==> src/rtl/tpg_pkg.sv <==
package tpg_pkg;

    typedef enum logic [2:0] {
        ST_IDLE  = 3'd0,
        ST_ARMED = 3'd1,
        ST_RUN   = 3'd2,
        ST_PWM   = 3'd3,
        ST_HALT  = 3'd4
    } tpg_state_t;

    localparam int FILT_SAMPLES = 4;
    localparam int DLY_LONGEST  = 8;

endpackage

==> src/rtl/tpg_sync.sv <==
module tpg_sync #(
    parameter int W      = 1,
    parameter int STAGES = 2
) (
    input  logic         clk,
    input  logic         rst_n,
    input  logic [W-1:0] d,
    output logic [W-1:0] q
);
    logic [W-1:0] stage [STAGES];

    generate
        for (genvar i = 0; i < STAGES; i++) begin : g_stage
            if (i == 0) begin : g_first
                always_ff @(posedge clk) begin
                    if (!rst_n) stage[i] <= '0;
                    else        stage[i] <= d;
                end
            end else begin : g_next
                always_ff @(posedge clk) begin
                    if (!rst_n) stage[i] <= '0;
                    else        stage[i] <= stage[i-1];
                end
            end
        end
    endgenerate

    assign q = stage[STAGES-1];
endmodule

==> src/rtl/tpg_trig_cond.sv <==
module tpg_trig_cond #(
    parameter int FILT_N  = tpg_pkg::FILT_SAMPLES,
    parameter int DLY_MAX = tpg_pkg::DLY_LONGEST
) (
    input  logic       clk,
    input  logic       rst_n,
    input  logic       trig_s,
    input  logic [1:0] dly_sel,
    output logic       trig_evt
);
    localparam int RUN_W = (FILT_N > 2) ? $clog2(FILT_N) : 1;
    localparam int TAP_A = DLY_MAX / 4;
    localparam int TAP_B = DLY_MAX / 2;

    logic             filt;
    logic [RUN_W-1:0] run;
    logic [DLY_MAX:1] dline;
    logic             tap;
    logic             tap_q;

    // glitch filter: level taken after FILT_N equal samples
    always_ff @(posedge clk) begin
        if (!rst_n) begin
            filt <= 1'b0;
            run  <= '0;
        end else if (trig_s != filt) begin
            if (run == RUN_W'(FILT_N - 1)) begin
                filt <= trig_s;
                run  <= '0;
            end else begin
                run <= run + RUN_W'(1);
            end
        end else begin
            run <= '0;
        end
    end

    generate
        if (DLY_MAX > 1) begin : g_line
            always_ff @(posedge clk) begin
                if (!rst_n) dline <= '0;
                else        dline <= {dline[DLY_MAX-1:1], filt};
            end
        end else begin : g_single
            always_ff @(posedge clk) begin
                if (!rst_n) dline <= '0;
                else        dline <= filt;
            end
        end
    endgenerate

    always_comb begin
        unique case (dly_sel)
            2'd0:    tap = filt;
            2'd1:    tap = dline[TAP_A];
            2'd2:    tap = dline[TAP_B];
            default: tap = dline[DLY_MAX];
        endcase
    end

    always_ff @(posedge clk) begin
        if (!rst_n) tap_q <= 1'b0;
        else        tap_q <= tap;
    end

    assign trig_evt = tap & ~tap_q;
endmodule

==> src/rtl/tpg_core.sv <==
module tpg_core
    import tpg_pkg::*;
#(
    parameter int CNT_W = 16
) (
    input  logic             clk,
    input  logic             rst_n,
    input  logic             en,
    input  logic             pwm_mode,
    input  logic             inv1,
    input  logic             inv2,
    input  logic [CNT_W-1:0] reload,
    input  logic [CNT_W-1:0] cmp1,
    input  logic [CNT_W-1:0] cmp2,
    input  logic [CNT_W-1:0] cmp3,
    input  logic             trig_evt,
    input  logic             fault_hit,
    input  logic             stop_clr,
    output logic             out1,
    output logic             out2,
    output logic [CNT_W-1:0] count,
    output logic             stopped,
    output logic             run_act
);
    tpg_state_t st, nxt;
    logic [CNT_W-1:0] cnt;
    logic raw1, raw2;
    logic start_now, stepping;

    always_ff @(posedge clk) begin
        if (!rst_n) st <= ST_IDLE;
        else        st <= nxt;
    end

    always_comb begin
        nxt = st;
        unique case (st)
            ST_IDLE:  if (en) nxt = pwm_mode ? ST_PWM : ST_ARMED;
            ST_ARMED: begin
                if (!en)            nxt = ST_IDLE;
                else if (fault_hit) nxt = ST_HALT;
                else if (trig_evt)  nxt = ST_RUN;
            end
            ST_RUN: begin
                if (!en)            nxt = ST_IDLE;
                else if (fault_hit) nxt = ST_HALT;
            end
            ST_PWM:   if (!en) nxt = ST_IDLE;
            ST_HALT:  if (stop_clr) nxt = ST_IDLE;
            default:  nxt = ST_IDLE;
        endcase
    end

    assign start_now = ((st == ST_IDLE)  && (nxt == ST_PWM)) ||
                       ((st == ST_ARMED) && (nxt == ST_RUN));
    assign stepping  = ((st == ST_RUN) && (nxt == ST_RUN)) ||
                       ((st == ST_PWM) && (nxt == ST_PWM));

    always_ff @(posedge clk) begin
        if (!rst_n) begin
            cnt  <= '0;
            raw1 <= 1'b0;
            raw2 <= 1'b0;
        end else if (start_now) begin
            cnt  <= reload;
            raw1 <= 1'b1;
            raw2 <= 1'b0;
        end else if (stepping) begin
            cnt <= (cnt == '0) ? reload : cnt - CNT_W'(1);
            if (cnt == '0)        raw1 <= 1'b1;
            else if (cnt == cmp1) raw1 <= 1'b0;
            if (cnt == cmp3)      raw2 <= 1'b0;
            else if (cnt == cmp2) raw2 <= 1'b1;
        end else if (nxt == ST_HALT) begin
            raw1 <= 1'b0;
            raw2 <= 1'b0;
        end else if (nxt == ST_IDLE || nxt == ST_ARMED) begin
            cnt  <= '0;
            raw1 <= 1'b0;
            raw2 <= 1'b0;
        end
    end

    always_comb begin
        stopped = (st == ST_HALT);
        run_act = (st == ST_RUN) || (st == ST_PWM);
        count   = cnt;
        out1    = stopped ? 1'b0 : (raw1 ^ inv1);
        out2    = stopped ? 1'b0 : (raw2 ^ inv2);
    end
endmodule

==> src/rtl/trig_pulse_gen.sv <==
module trig_pulse_gen #(
    parameter int CNT_W = 16
) (
    input  logic             clk,
    input  logic             rst_n,
    input  logic             en,
    input  logic             pwm_mode,
    input  logic [1:0]       dly_sel,
    input  logic             inv1,
    input  logic             inv2,
    input  logic [CNT_W-1:0] reload,
    input  logic [CNT_W-1:0] cmp1,
    input  logic [CNT_W-1:0] cmp2,
    input  logic [CNT_W-1:0] cmp3,
    input  logic             trig_in,
    input  logic             fault1_in,
    input  logic             fault2_in,
    input  logic             fault1_en,
    input  logic             fault2_en,
    input  logic             stop_clr,
    output logic             out1,
    output logic             out2,
    output logic [CNT_W-1:0] count,
    output logic             stopped
);
    localparam int N_ASYNC = 3;

    logic [N_ASYNC-1:0] async_s;
    logic trig_evt;
    logic fault_hit;
    logic run_act;

    tpg_sync #(.W(N_ASYNC), .STAGES(2)) u_sync (
        .clk   (clk),
        .rst_n (rst_n),
        .d     ({fault2_in, fault1_in, trig_in}),
        .q     (async_s)
    );

    tpg_trig_cond u_cond (
        .clk      (clk),
        .rst_n    (rst_n),
        .trig_s   (async_s[0]),
        .dly_sel  (dly_sel),
        .trig_evt (trig_evt)
    );

    assign fault_hit = (fault1_en & async_s[1]) | (fault2_en & async_s[2]);

    tpg_core #(.CNT_W(CNT_W)) u_core (
        .clk       (clk),
        .rst_n     (rst_n),
        .en        (en),
        .pwm_mode  (pwm_mode),
        .inv1      (inv1),
        .inv2      (inv2),
        .reload    (reload),
        .cmp1      (cmp1),
        .cmp2      (cmp2),
        .cmp3      (cmp3),
        .trig_evt  (trig_evt),
        .fault_hit (fault_hit),
        .stop_clr  (stop_clr),
        .out1      (out1),
        .out2      (out2),
        .count     (count),
        .stopped   (stopped),
        .run_act   (run_act)
    );
endmodule

==> config.mk <==
export PLATFORM = sky130hd
export DESIGN_NAME = trig_pulse_gen
export DESIGN_NICKNAME = d
export VERILOG_FILES = /design/src/rtl/tpg_pkg.sv /design/src/rtl/tpg_sync.sv /design/src/rtl/tpg_trig_cond.sv /design/src/rtl/tpg_core.sv /design/src/rtl/trig_pulse_gen.sv
export SDC_FILE = /design/constraint.sdc
export NUM_CORES = 1
export LEC_CHECK = 0
export CORE_MARGIN = 3
export CORE_UTILIZATION = 40
export DETAILED_ROUTE_END_ITERATION = 8
export DONT_BUFFER_PORTS = 1
export GPL_TIMING_DRIVEN = 0
export PLACE_DENSITY = 0.62
export SYNTH_ARGS = -nofsm -noshare
export SYNTH_HDL_FRONTEND = slang
export SYNTH_SLANG_ARGS = --single-unit
==> constraint.sdc <==
create_clock -name clk -period 3.4 [get_ports clk]
set_input_delay 0.51 -clock clk [delete_from_list [all_inputs] [get_ports clk]]
set_output_delay 0.51 -clock clk [all_outputs]
set_load 0.03 [all_outputs]
==> metrics.md <==
| Metric | Value |
|---|---|
| Fmax achieved | between 300 and 400 MHz |
| Final ANT Viol Nets | 0 |
| Cts bufs inserted | 5 |
| DIE AREA | 0.007537 mm² |
| Final wirelength | 7432 µm |
| Clock Power Share | 0.339 |
| Peak VDD IR | roughly 210 µV |
| Max incr delay on CP | roughly 0.52 ns |
| WP data required | roughly 3.6 ns |
| Synth warn | 0 |
| WP data arrival | between 2 and 3 ns |
| Clk sinks | 39 |
| Min-Delay Path Class | input port to flip-flop |
| Synth Area in XOR/XNOR | 0.2011 |
| Startpoint Class | flip-flop |
| Delay-heaviest family, CP | compound AO/OA/AOI/OAI gates |
| Die width | a little under 90 µm |
| Inst Count DP | just under 400 |
| Lkg Pwr | about 0.0011 µW |
| Outcome | finished clean |
| Pwr dens | about 420 mW/mm² |
| Critical Path End Type | flip-flop |
| Rows | 28 |
| PortBufs | 0 |
| Resized Gates After CTS | 0 |
| Final min period | approximately 2.6 ns |
| Mux cell area share after synthesis | 0.01197 |
| Area grow syn2layout | 7.998% |
| DR top layer | met4 |
| Clock H-tree levels | 2 |
| Post-synthesis simple-gate area fraction | 0.2342 |
| IO Pins | just under 100 |
| Share of cells above drive strength 1 | 0.09657 |
| Fin cells | a little under 400 |
| Placed cell areas | 0.002706 mm² |
| Setup Buffers After CTS | 0 |
| Slowest cell on the critical path | dfxtp_1 |
| Stages on worst setup path | 9 |
| CP Class | flip-flop to flip-flop |
| Diodes inserted | 0 |
| Least-Margin Pin Slew | between 0.5 and 0.6 ns |
| Max FO, Critical Path | 9 |
| Post-DP HPWL | about 5800 µm |
| Crit path buffers/inverters | 2 |
| Grt ovf | 0 |
| R2R cell count | 9 |
| Max-slew violations | 0 |
| Adder-Cell Fraction of Synth Area | 0.01437 |
| Met1 WL | 3286 µm |
| Maximum buffer depth of the clock tree | 2 |
| Top FF cell, synth | dfxtp_1 |
| Post-Syn Area per Cell | ~8.3 µm² |
| Seq/Total Area, Yosys | 0.2989 |
| Final Hold Vio Count | 0 |
| Slew margin rel. | 0.5981 |
| Mapped Nets | 394 |
| Distinct cell type count after synthesis | 50 |
| Mean number of vias per cell | between 5 and 6 |
| Latest clock arrival within the worst-skew pair | 0.30 ns |
| Crit-path cells | clkbuf_1 > inv_1 > ha_1 > nor3b_2 > and3_1 > a31oi_1 > o21ai_2 > a31oi_1 > a21oi_1 |
| Iter 0 DRT Violations | between 300 and 400 |
| First-pass DRT Iterations | 6 |
| Met3 wire len | 524 µm |
| Mapped cell area | roughly 0.0026 mm² |
| #FFs+latches synth | 39 |
| Die height | 86.82 µm |
| Antenna violations before repair | 0 |
| Final TNS setup | 0 ns |
| Cells after Synth | ~310 |
| Final setup violation count | 0 |
| Reg power frac | 0.416 |
| # DRC | 0 |
| Pin count of the biggest net entering global routing | 15 |
| Main combinational cell family by area after synthesis | simple AND/OR/NAND/NOR gates |
| Unrepaired setup endpoints after global routing | no |
| Post-CTS Hold Buffers | 0 |
| Post-Route Skew | about 0.013 ns |
| Routed len/inst | 18.77 µm |
| Max cap viols | 0 |
| GRT Total Usage | 0.1980 |
| CTS root buf | clkbuf_8 |
| Synth async-reset ratio | 0 |
| Routed vias | around 2300 |
| Final GP Congestion | about 0.84 |
| First-pass GRT wire length | roughly 12000 µm |
| Core area | about 0.006 mm² |
| Crit share post-route | 0.7627 |
| Met2 WL post-DR | around 3500 µm |
| Post-synth EDFFs | 0 |
| Worst path most repeated cell | a31oi_1 |
| Initial Util | 0.4261 |
| Number of global-route vias before repair | around 2300 |
| NetSw | around 390 µW |
| Pint | 807.7 µW |
| Gate power share | 0.245 |
| Non-Filler Cell Area, Final | ~0.0028 mm² |
| Clk pin slew, worst setup/hold paths | around 0.090 ns |
| Final #Nets | 401 |
| Synth Area in Compound Gates | 0.1853 |
| Switching Share | 0.3238 |
| TritonCTS clock tree | built |
| Hold path depth | 1 |
-- layout make-up --
type,count,area (µm²)
fill,629,3309
multi-input combinational,244,1690
sequential,39,780.7
buffer,24,118.9
tap,75,93.84
clock buffer,5,68.82
clock inverter,3,46.29
inverter,6,22.52
-- cell usage after synthesis (3+ instances only) --
cell | n | area share
nand2_1 | 11 | 0.016
nand3_1 | 11 | 0.021
nor2_1 | 22 | 0.032
a211oi_1 | 6 | 0.017
clkbuf_1 | 13 | 0.019
nor3_1 | 4 | 0.0077
o21ai_0 | 20 | 0.038
inv_1 | 6 | 0.0086
nor4_4 | 3 | 0.024
a22oi_1 | 5 | 0.014
xnor2_1 | 38 | 0.13
a31oi_1 | 9 | 0.022
o22ai_1 | 3 | 0.0072
dfxtp_1 | 39 | 0.30
nand2b_1 | 6 | 0.014
buf_2 | 8 | 0.015
a21boi_0 | 3 | 0.0086
a21oi_1 | 14 | 0.027
and2_1 | 15 | 0.036
nor4_1 | 7 | 0.017
ha_1 | 3 | 0.014
xor2_1 | 22 | 0.074
nand4_1 | 12 | 0.029
-- logic make-up after synthesis --
kind of cell | Yosys count
buffers and inverters | 30
XOR/XNOR | 60
AO/OA/AOI/OAI | 75
AND/OR/NAND/NOR | 103
adder cells (fa/ha/maj) | 3
flip-flops | 39
multiplexers | 3
-- cells in the final DEF, fill, tap and decap left out, types with 2 or more instances in the layout --
master      n
nor2_1     22
nor4_1      7
a21oi_1    14
a211oi_1    6
clkbuf_1   13
a31oi_1     9
and3_1      2
and2_1     15
o21ai_0    20
nor3_1      4
nand4_1    12
o22ai_1     3
a2111oi_0   2
nand2b_1    6
nand3_1    11
nand2_1    11
a22oi_1     5
inv_1       6
nor4_4      3
dfxtp_1    39
xor2_1     22
ha_1        3
buf_2       8
buf_6       2
xnor2_1    38
clkbuf_8    5
a21boi_0    3
o21ai_1     2
mux2i_1     2
nor2b_1     2
-- path summary, 6_finish.rpt --
path                                       from               to  slack [ns]
worst min register to register  u_cond.dline[5]  u_cond.dline[6]        0.44
worst min-delay path                 dly_sel[1]     u_cond.tap_q        0.31
worst max register to register  u_core.count[0]  u_core.count[9]        0.81
worst max-delay path            u_core.count[0]  u_core.count[9]        0.81
-- routing by layer --
metal | vias up | GRT usage
met5 | - | 0
met4 | 0 | 0.03683
met3 | 12 | 0.04658
met2 | 93 | 0.3140
met1 | 1098 | 0.2751
li1 | 1129 | -
-- sequential cells by signal (all words and copies together), names as in the netlist, 2 cells and up --
name,count
u_sync.stage,6
u_core.st,3
u_core.count,16
u_cond.run,2
u_cond.dline,8
-- power groups by stage --
stage / logic, µW / registers, µW / clock network, µW
2_1_floorplan: 235 / 505 / 0
3_3_place_gp: 283 / 508 / 0
3_5_place_dp: 286 / 508 / 0
4_1_cts: 289 / 497 / 411
5_1_grt: 327 / 499 / 430
6_report: 293 / 497 / 405
-- metrics by stage --
stage | total power [µW] | hold slack (ns) | setup WS, ns | util
floorplan | 739.5 | 0.4056 | 1.257 | -
global placement | 790.4 | 0.4139 | 0.8755 | 0.4414
detailed placement | 794.1 | 0.4196 | 0.8739 | 0.4414
CTS | 1197 | 0.2975 | 0.8529 | 0.4602
global route | 1256 | 0.2916 | 0.6682 | 0.4602
finish | 1195 | 0.3052 | 0.8069 | 0.4602
(Power assumes the default switching activity.)
